--- src/rtl/uart_fifo_pkg.sv ---
package uart_fifo_pkg;

    localparam int unsigned CHAR_W = 8;
    localparam int unsigned ERR_W  = 3;

    // one receive slot: status bits above the character
    typedef struct packed {
        logic [ERR_W-1:0]  err;
        logic [CHAR_W-1:0] data;
    } rx_entry_t;

    // DMA ready hysteresis
    typedef enum logic [0:0] {
        RDY_IDLE   = 1'b0,
        RDY_ACTIVE = 1'b1
    } rdy_state_e;

endpackage

--- src/rtl/uart_fifo_store.sv ---
module uart_fifo_store #(
    parameter  int unsigned W     = 8,
    parameter  int unsigned DEPTH = 64,
    localparam int unsigned AW    = $clog2(DEPTH),
    localparam int unsigned CW    = AW + 1
) (
    input  logic          clk,
    input  logic          rst_n,
    input  logic          flush,
    input  logic [CW-1:0] cap,
    input  logic          push,
    input  logic [W-1:0]  din,
    input  logic          pop,
    output logic [W-1:0]  dout,
    output logic [CW-1:0] count,
    output logic          drop
);

    logic [W-1:0]  mem [DEPTH];
    logic [AW-1:0] wr_ptr;
    logic [AW-1:0] rd_ptr;
    logic          is_full;
    logic          wr_ok;
    logic          rd_ok;

    function automatic logic [AW-1:0] bump(input logic [AW-1:0] p);
        return (p == AW'(DEPTH - 1)) ? '0 : p + 1'b1;
    endfunction

    assign is_full = (count >= cap);
    assign wr_ok   = push && !is_full;
    assign rd_ok   = pop && (count != '0);
    assign drop    = push && is_full && !flush;
    assign dout    = mem[rd_ptr];

    always_ff @(posedge clk or negedge rst_n) begin
        if (!rst_n) begin
            wr_ptr <= '0;
            rd_ptr <= '0;
            count  <= '0;
        end else if (flush) begin
            wr_ptr <= '0;
            rd_ptr <= '0;
            count  <= '0;
        end else begin
            if (wr_ok) wr_ptr <= bump(wr_ptr);
            if (rd_ok) rd_ptr <= bump(rd_ptr);
            if (wr_ok && !rd_ok)      count <= count + 1'b1;
            else if (rd_ok && !wr_ok) count <= count - 1'b1;
        end
    end

    always_ff @(posedge clk) begin
        if (wr_ok && !flush) mem[wr_ptr] <= din;
    end

endmodule

--- src/rtl/uart_trig_select.sv ---
module uart_trig_select #(
    parameter  int unsigned DEPTH = 64,
    parameter  bit          IS_RX = 1'b1,
    localparam int unsigned AW    = $clog2(DEPTH),
    localparam int unsigned CW    = AW + 1,
    localparam int unsigned PW    = $clog2(DEPTH / 4)
) (
    input  logic          fifo_en,
    input  logic [1:0]    sel,
    input  logic [PW-1:0] prog,
    output logic [CW-1:0] level
);

    logic [CW-1:0] preset;

    generate
        if (IS_RX) begin : g_rx_table
            always_comb begin
                unique case (sel)
                    2'd0:    preset = CW'(DEPTH / 8);
                    2'd1:    preset = CW'(DEPTH / 4);
                    2'd2:    preset = CW'(DEPTH - 8);
                    default: preset = CW'(DEPTH - 4);
                endcase
            end
        end else begin : g_tx_table
            always_comb begin
                unique case (sel)
                    2'd0:    preset = CW'(DEPTH / 8);
                    2'd1:    preset = CW'(DEPTH / 4);
                    2'd2:    preset = CW'(DEPTH / 2);
                    default: preset = CW'(DEPTH - 8);
                endcase
            end
        end
    endgenerate

    // disabled: single slot, threshold of one
    assign level = !fifo_en        ? CW'(1) :
                   (prog != '0)    ? CW'({prog, 2'b00}) :
                                     preset;

endmodule

--- src/rtl/uart_dma_ready.sv ---
module uart_dma_ready
    import uart_fifo_pkg::*;
(
    input  logic clk,
    input  logic rst_n,
    input  logic flush,
    input  logic start,
    input  logic stop,
    output logic rdy
);

    rdy_state_e state_q;
    rdy_state_e state_d;

    always_ff @(posedge clk or negedge rst_n) begin
        if (!rst_n) state_q <= RDY_IDLE;
        else        state_q <= state_d;
    end

    always_comb begin
        state_d = state_q;
        unique case (state_q)
            RDY_IDLE:   if (!flush && start)  state_d = RDY_ACTIVE;
            RDY_ACTIVE: if (flush || stop)    state_d = RDY_IDLE;
        endcase
    end

    always_comb begin
        rdy = (state_q == RDY_ACTIVE);
    end

endmodule

--- src/rtl/uart_fifo_pair.sv ---
module uart_fifo_pair
    import uart_fifo_pkg::*;
#(
    parameter  int unsigned DEPTH = 64,
    localparam int unsigned AW    = $clog2(DEPTH),
    localparam int unsigned CW    = AW + 1,
    localparam int unsigned PW    = $clog2(DEPTH / 4),
    localparam int unsigned RXW   = $bits(rx_entry_t)
) (
    input  logic              clk,
    input  logic              rst_n,
    input  logic              fifo_en,
    input  logic              rx_clr,
    input  logic              tx_clr,
    input  logic [1:0]        rx_sel,
    input  logic [PW-1:0]     rx_prog,
    input  logic [1:0]        tx_sel,
    input  logic [PW-1:0]     tx_prog,
    input  logic              rx_push,
    input  logic [CHAR_W-1:0] rx_din,
    input  logic [ERR_W-1:0]  rx_ein,
    input  logic              rx_pop,
    output logic [CHAR_W-1:0] rx_dout,
    output logic [ERR_W-1:0]  rx_eout,
    output logic [CW-1:0]     rx_count,
    input  logic              tx_push,
    input  logic [CHAR_W-1:0] tx_din,
    input  logic              tx_pop,
    output logic [CHAR_W-1:0] tx_dout,
    output logic [CW-1:0]     tx_count,
    output logic              rx_irq,
    output logic              tx_irq,
    output logic              rx_rdy,
    output logic              tx_rdy,
    output logic              rx_overrun,
    output logic              tx_overflow
);

    logic          en_q;
    logic          mode_flip;
    logic          rx_flush;
    logic          tx_flush;
    logic [CW-1:0] cap;
    logic [CW-1:0] rx_level;
    logic [CW-1:0] tx_level;
    logic [CW-1:0] tx_space;
    logic          rx_drop;
    logic          tx_drop;
    rx_entry_t     rx_in;
    rx_entry_t     rx_head;

    always_ff @(posedge clk or negedge rst_n) begin
        if (!rst_n) en_q <= 1'b0;
        else        en_q <= fifo_en;
    end

    assign mode_flip = fifo_en ^ en_q;
    assign rx_flush  = rx_clr | mode_flip;
    assign tx_flush  = tx_clr | mode_flip;
    assign cap       = fifo_en ? CW'(DEPTH) : CW'(1);

    // ---------------- storage ----------------
    assign rx_in = '{err: rx_ein, data: rx_din};

    uart_fifo_store #(.W(RXW), .DEPTH(DEPTH)) u_rx_store (
        .clk   (clk),
        .rst_n (rst_n),
        .flush (rx_flush),
        .cap   (cap),
        .push  (rx_push),
        .din   (rx_in),
        .pop   (rx_pop),
        .dout  (rx_head),
        .count (rx_count),
        .drop  (rx_drop)
    );

    assign rx_dout = rx_head.data;
    assign rx_eout = rx_head.err;

    uart_fifo_store #(.W(CHAR_W), .DEPTH(DEPTH)) u_tx_store (
        .clk   (clk),
        .rst_n (rst_n),
        .flush (tx_flush),
        .cap   (cap),
        .push  (tx_push),
        .din   (tx_din),
        .pop   (tx_pop),
        .dout  (tx_dout),
        .count (tx_count),
        .drop  (tx_drop)
    );

    // ---------------- thresholds ----------------
    uart_trig_select #(.DEPTH(DEPTH), .IS_RX(1'b1)) u_rx_trig (
        .fifo_en (fifo_en),
        .sel     (rx_sel),
        .prog    (rx_prog),
        .level   (rx_level)
    );

    uart_trig_select #(.DEPTH(DEPTH), .IS_RX(1'b0)) u_tx_trig (
        .fifo_en (fifo_en),
        .sel     (tx_sel),
        .prog    (tx_prog),
        .level   (tx_level)
    );

    assign tx_space = (tx_count >= cap) ? '0 : cap - tx_count;
    assign rx_irq   = (rx_count >= rx_level);
    assign tx_irq   = (tx_space >= tx_level);

    // ---------------- DMA ready ----------------
    uart_dma_ready u_rx_rdy (
        .clk   (clk),
        .rst_n (rst_n),
        .flush (rx_flush),
        .start (rx_irq),
        .stop  (rx_count == '0),
        .rdy   (rx_rdy)
    );

    uart_dma_ready u_tx_rdy (
        .clk   (clk),
        .rst_n (rst_n),
        .flush (tx_flush),
        .start (tx_irq),
        .stop  (tx_count >= cap),
        .rdy   (tx_rdy)
    );

    // ---------------- sticky error flags ----------------
    always_ff @(posedge clk or negedge rst_n) begin
        if (!rst_n) begin
            rx_overrun  <= 1'b0;
            tx_overflow <= 1'b0;
        end else begin
            if (rx_flush)     rx_overrun  <= 1'b0;
            else if (rx_drop) rx_overrun  <= 1'b1;
            if (tx_flush)     tx_overflow <= 1'b0;
            else if (tx_drop) tx_overflow <= 1'b1;
        end
    end

endmodule

--- config.mk ---
export PLATFORM = sky130hd
export DESIGN_NAME = uart_fifo_pair
export DESIGN_NICKNAME = d
export VERILOG_FILES = /design/src/rtl/uart_fifo_pkg.sv /design/src/rtl/uart_fifo_store.sv /design/src/rtl/uart_trig_select.sv /design/src/rtl/uart_dma_ready.sv /design/src/rtl/uart_fifo_pair.sv
export SDC_FILE = /design/constraint.sdc
export NUM_CORES = 1
export LEC_CHECK = 0
export BUFFER_PORTS_ARGS = -buffer_cell sky130_fd_sc_hd__buf_2
export CORE_MARGIN = 5
export CORE_UTILIZATION = 59
export CTS_BUF_LIST = sky130_fd_sc_hd__clkbuf_8
export DETAILED_ROUTE_END_ITERATION = 12
export PLACE_DENSITY = 0.81
export SLEW_MARGIN = 20
export SYNTH_ARGS = -nofsm -noshare
export SYNTH_HDL_FRONTEND = slang
export SYNTH_SLANG_ARGS = --single-unit
--- constraint.sdc ---
create_clock -name clk -period 4.4 [get_ports clk]
set_clock_uncertainty 0.2 [all_clocks]
set_input_delay 1.1 -clock clk [delete_from_list [all_inputs] [get_ports clk]]
set_output_delay 1.1 -clock clk [all_outputs]
set_load 0.02 [all_outputs]
* Word level (Yosys, flattened, before mapping)
Memory sizes are Yosys's and may differ from the RTL's.
Cells that the tools add are included.
** Cells by class
- Bitwise operators :: 5
- Add/sub/neg operators :: 9
- Order comparisons :: 4
- Equality and inequality tests :: 8
- Multiplexer cells :: 40
- Reductions and logical operators :: 41
** Operators with widths (number)
- 6-bit 2-to-1 mux :: 14
- 7-bit 2-to-1 mux :: 10
- 6-bit case mux with 3 select lines :: 2
- 7-bit greater-or-equal comparator :: 4
- 6-bit by 1-bit adder with 6-bit output (second input constant) :: 4
- 6-bit equality test (second input constant) :: 4
- 1-bit logical AND :: 16
- 7-bit by 1-bit adder with 7-bit output (second input constant) :: 2
- 7-bit nonzero test :: 2
- 7-bit by 1-bit subtractor with 7-bit output (second input constant) :: 2
- 1-bit 2-to-1 mux :: 12
- 2-bit nonzero test :: 6
- 1-bit logical NOT :: 8
- 4-bit nonzero test :: 2
- 7-bit logical NOT :: 1
- 7-bit subtractor :: 1
- 3-bit nonzero test :: 2
- 2-bit by 1-bit equality test with 1-bit output (second input constant) :: 2
- 2-bit equality test (second input constant) :: 2
- 2-bit logical NOT :: 2
- 1-bit case mux with 2 select lines :: 2
- 1-bit logical OR :: 2
- 1-bit inverter :: 2
- 1-bit bitwise OR :: 2
- 1-bit bitwise XOR :: 1
** Word-level totals
- Output and inout port bits :: 39
- Bits in registers :: 43
- RAM bits :: 1216
- Logic and storage cells :: 120
- Memories :: 2
- Input bits :: 40
** Memories
- u_rx_store.mem :: words 64, width 11, read ports 1, clocked after Yosys merged registers in 0, wr ports 1, line uart_fifo_store.sv:19 : logic [W-1:0] mem [DEPTH];
- u_tx_store.mem :: words 64, width 8, read ports 1, clocked after Yosys merged registers in 0, wr ports 1, line uart_fifo_store.sv:19

* Logic depth before layout (Yosys ltp)
- Depth in word-level cells :: 9
- Gate-level depth with buffers :: 15
- Mapped depth without buffers :: 14

* By module
A second synthesis with hierarchy kept.
** Second synthesis, totals
- Cells, all modules :: 2623
- Area total of the unflattened synthesis :: 50505.9 sq um
** Modules (own cells, without submodules)
- uart_fifo_store (u_rx_store) :: instances 1, area an instance 28352.2 sq um, cells each 1394
- uart_fifo_store (u_tx_store) :: instances 1, area an instance 21174.1 sq um, cells each 1093
- uart_fifo_pair :: instances 1, area an instance 678.2 sq um, cells each 93
- uart_trig_select (u_tx_trig) :: instances 1, area an instance 130.1 sq um, cells each 20
- uart_trig_select (u_rx_trig) :: instances 1, area an instance 98.8 sq um, cells each 17
- uart_dma_ready :: instances 2, area an instance 36.3 sq um, cells each 3

* Worst setup path after synthesis
Ideal clock, no wire load.
- Kind :: input to output
- Start point :: input fifo_en
- End point :: output tx_irq
- Cell stages on the path :: 12
- Slack :: -0.160 ns
- Arrival time :: 3.260 ns
- Cells stage by stage :: ha_1 a41oi_1 a31o_2 clkbuf_1 nor2_1 ha_1 a21oi_1 nor2b_1 a2111oi_0 o21ai_0 nand2_1 o21ai_0
** On the way
- Longest elaborated chain between the ends :: 4
** RTL lines
- from (decl) :: line uart_fifo_pair.sv:12 : input logic fifo_en,
- 7-bit 2-to-1 mux :: line uart_fifo_pair.sv:60 : assign cap = fifo_en ? CW'(DEPTH) : CW'(1);
- 7-bit subtractor / 7-bit greater-or-equal comparator (equally long branches) :: line uart_fifo_pair.sv:109 : assign tx_space = (tx_count >= cap) ? '0 : cap - tx_count;
- 7-bit 2-to-1 mux :: line uart_fifo_pair.sv:109
- 7-bit greater-or-equal comparator * :: line uart_fifo_pair.sv:111 : assign tx_irq = (tx_space >= tx_level);
- to (decl) :: line uart_fifo_pair.sv:32 : output logic tx_irq,
Mark *: on every way between the ends. The rest lies on a longest branch, timed or not.

* Worst setup path in the final report
- Start point :: register u_tx_store.count[5]
- End point :: output tx_irq
** On the way
- Longest elaborated chain between the ends :: 3
** RTL lines
- from (decl) :: line uart_fifo_store.sv:15 : output logic [CW-1:0] count,
- from (signal assigned) :: line uart_fifo_store.sv:48 : if (wr_ok && !rd_ok) count <= count + 1'b1;
- from (signal assigned) :: line uart_fifo_store.sv:49 : else if (rd_ok && !wr_ok) count <= count - 1'b1;
- 7-bit subtractor / 7-bit greater-or-equal comparator (equally long branches) :: line uart_fifo_pair.sv:109
- 7-bit 2-to-1 mux * :: line uart_fifo_pair.sv:109
- 7-bit greater-or-equal comparator * :: line uart_fifo_pair.sv:111
Marked as above.

==> results.md <==
* Number of enable flip-flop cells after synthesis at 1,216
* Area Growth Syn to Fin at 20.3%
* Worst-Margin Slew at 1.10 ns
* Hpwl dp at 72,800 um
* Starting DRT DRC Count at 4,230
* Main synth FF type: edfxtp_1
* CP cell instances: buf_12 > nor4_4 > a41oi_2 > a31o_4 > nor2_4 > ha_4 > a21oi_2 > nor2b_2 > a2111oi_4 > o21ai_2 > nand2_1 > o21ai_1 > buf_4
* Post-synthesis adder-cell area fraction at 0.883%
* Starting density of the core at 59.6%
* GR Util All Layers at 28.0%
* Final setup margin at -0.475 ns
* # IOs at 79
* Critical path launch point type: flip-flop
* DRT Pass-1 Iters at 6
* Post-Syn Nets at 2,555
* CTS clk-pin slew, worst paths at 0.07 ns
* Largest net degree at the start of global routing at 65
* Clock Latency Late Sink at 0.84 ns
* Sink Count at 1,259
* Endpoint class of the critical path: output port
* Async SR Flop Fraction at 3.42%
* Final setup violation count at 20
* Initial antenna violation count at 2
* Critical Path RT at 3.10 ns
* Max-cap violations at 0
* Dpl ws at -0.284 ns
* RSZ-0062 raised after global routing: true
* Most common cell after layout, fill and taps aside: edfxtp_1
* Core Region at 83,700 sq um
* CTS tree: yes
* Peak supply drop at 0.000358 V
* Post-Syn Instances at 2,481
* Largest family of logic cells by synthesized area: multiplexers
* H-tree depth at 4
* Synth warn at 0
* Syn_area_per_cell at 20.1 sq um
* Power Dens Cells at 468 nW/um^2
* Crit path kind: flip-flop to output port
* Placer Congestion at 0.905
* Sequential cell area at 37,600 sq um
* DIE AREA at 90,400 sq um
* Minimum clock period at 4.87 ns
* Critical path buffers and inverters at 2
* Most frequent cells in the layout: edfxtp_1 (1,216), buf_4 (319), mux4_2 (302)
* Hold crit path type: input pin to async pin
* Remaining Overflow, GRT at 0
* Layout cells sized above 1 at 39.2%
* Vias in the first global route at 28,700
* Die Span X at 301 um
* Crit path arrival time at 3.57 ns
* Fmax at 0.205 GHz
* Register area share after synthesis at 75.4%
* Wire length per cell at 30.9 um
* Residual DRC at 0
* Fin. Hold Viols at 0
* Finished Layout Cells at 4,291
* Yosys reg bits at 1,259
* Slew HR at 26.6%
* ANT nets after route at 0
* Mapped cell area at 49,900 sq um
* CTS Buf Count at 186
* Nets@finish at 3,076
* Final wirelength at 133,000 um
* Buffers on Ports at 78
* Post-synthesis mux area share at 14.2%
* Leak at 19.7 nW
* Hold_ws at 0.0861 ns
* Max incr delay on CP at 0.44 ns
* Filler instances at 4,408
* Crit-path max FO at 5
* Power, Total at 28.1 mW
* Area taken by multi-input logic gates at 13,000 sq um
* Crit path max-delay family: compound AO/OA/AOI/OAI gates
* CP max stage cell: dfrtp_2
* Rows at 106
* Yosys cell types at 64
* DP Cell Count at 3,800
* Synth Area in Compound Gates at 3.98%
* Simple-Gate Fraction of Synth Area at 3.93%
* Die height at 301 um
* Failing checks: negative setup slack
* Vias per Instance at 6.73
* First-pass GRT wire length at 187,000 um
* Outcome: finished with violations
* Clk root buf: clkbuf_8
* Synth Area in XOR/XNOR at 0.369%
* Period utilisation layout at 111%
* Clk buf depth at 3
* Fin. max-slew vios at 0
* Vias at 28,900
## per-stage QoR
step | util [%] | TNS [ns] | area [sq um]
floorplan | - | 0 | 49900
global placement | 63.5 | -0.362 | 53200
detailed placement | 63.5 | -0.284 | 53200
CTS | 70.2 | -4.61 | 58800
global route | 71.7 | -5.50 | 60000
finish | 71.7 | -3.97 | 60000
## flip-flops by register name, summed over array words and instances (netlist names), 6 cells and up
register           cells
u_rx_store.count       7
u_rx_store.wr_ptr      6
u_tx_store.wr_ptr      6
u_rx_store.mem       704
u_tx_store.mem       512
u_tx_store.rd_ptr      6
u_tx_store.count       7
u_rx_store.rd_ptr      6
## cells in the mapped netlist (5+ instances only)
cell type | number | share of area (%)
buf_2 | 35 | 0.35
a21oi_1 | 49 | 0.49
edfxtp_1 | 1216 | 73
o31ai_1 | 10 | 0.15
nand2_1 | 61 | 0.46
or4_1 | 5 | 0.075
nand4_1 | 5 | 0.063
xnor2_1 | 7 | 0.12
a2111oi_0 | 9 | 0.16
nand3b_1 | 9 | 0.14
a221oi_1 | 31 | 0.54
o21a_1 | 7 | 0.11
mux2_2 | 11 | 0.25
nor3_1 | 35 | 0.35
a21o_1 | 5 | 0.075
mux4_2 | 302 | 14
clkbuf_1 | 78 | 0.59
mux2i_1 | 13 | 0.26
nor2_1 | 194 | 1.5
nor2b_1 | 15 | 0.19
inv_1 | 18 | 0.14
or3_4 | 6 | 0.14
o221ai_1 | 14 | 0.25
o22ai_1 | 25 | 0.31
ha_1 | 32 | 0.80
or3_1 | 9 | 0.11
buf_1 | 22 | 0.17
nor3b_1 | 5 | 0.075
or3b_2 | 7 | 0.12
xor2_1 | 14 | 0.25
nand3_1 | 14 | 0.14
nand2b_1 | 19 | 0.24
a22o_1 | 31 | 0.54
o21ai_0 | 28 | 0.28
nor4_1 | 8 | 0.10
a22oi_1 | 28 | 0.42
dfrtp_1 | 43 | 2.2
a211oi_1 | 17 | 0.26
## worst paths after layout
kind,start,cells after the start,to,slack (ns)
worst max-delay path,u_tx_store.count[5],13,tx_irq,-0.47
worst min-delay path,rst_n,1,u_tx_store.count[3],0.09
worst max register to register,u_tx_store.count[5],24,u_tx_rdy.rdy,0.04
worst min register to register,u_rx_rdy.rdy,1,u_rx_rdy.rdy,0.29
max in group asynchronous,rst_n,1,u_rx_store.rd_ptr[1],3.41
min in group clk,u_rx_rdy.rdy,1,u_rx_rdy.rdy,0.29
## logic make-up (layout without fill, tap and decap cells)
logic type	after synthesis	after routing
AOI/OAI and AO/OA	276	276
xor gates and xnor gates	21	21
adders and majority gates	34	34
buffers and inverters	156	830
DFF	1259	1259
muxes	326	326
other	0	2
and+or+nand+nor	409	409
## layer usage
metal	up-vias	GRT usage (%)	part of all wire (%)
met4	0	12.8	5.6
met3	434	5.05	9.7
met5	-	0	0
li1	11400	-	-
met1	14700	36.8	34
met2	2339	46.6	51
## worst reg2reg max path: stages (launching register included)
cell and delay (ns):
dfrtp_2 0.44, buf_12 0.14, nor4_4 0.37, a41oi_2 0.20
a31o_4 0.28, nor2_4 0.10, ha_4 0.21, a21oi_2 0.14
nor2b_2 0.07, a2111oi_4 0.37, o21ai_2 0.11, buf_4 0.15
buf_4 0.12, buf_4 0.12, buf_4 0.13, buf_6 0.10
buf_6 0.11, buf_6 0.10, buf_6 0.10, buf_6 0.10
buf_6 0.10, buf_6 0.10, buf_6 0.10, buf_6 0.10
a41o_1 0.16
## power by group
part | total, mW | leakage [nW] | internal (mW) | switching [mW]
combinational | 5.76 | 6.16 | 2.96 | 2.80
sequential | 13.3 | 11.5 | 13.2 | 0.127
clock | 8.94 | 2.00 | 4.48 | 4.46
total | 28.1 | 19.7 | 20.7 | 7.39
## timing repair
| action | 4_1_cts | 5_1_grt |
|---|---|---|
| hold buffers | 0 | 0 |
| cloned | 11 | 4 |
| gates resized for setup | 239 | 142 |
| endpoints found under the setup margin | 20 | 21 |
| setup buffers | 80 | 76 |
| pin swaps | 60 | 75 |
| hold endpoints to repair | 0 | 0 |
## final cells by class
type	instances	area share [%]
Clock buffer	196	4.50
Sequential cell	1259	62.7
Clock inverter	145	1.28
Tap cell	1134	2.37
Timing Repair Buffer	469	7.24
Antenna cell	2	0.00835
Inverter	20	0.125
Multi-Input combinational cell	1066	21.7
No activity file was read; power rests on OpenSTA's default activity.
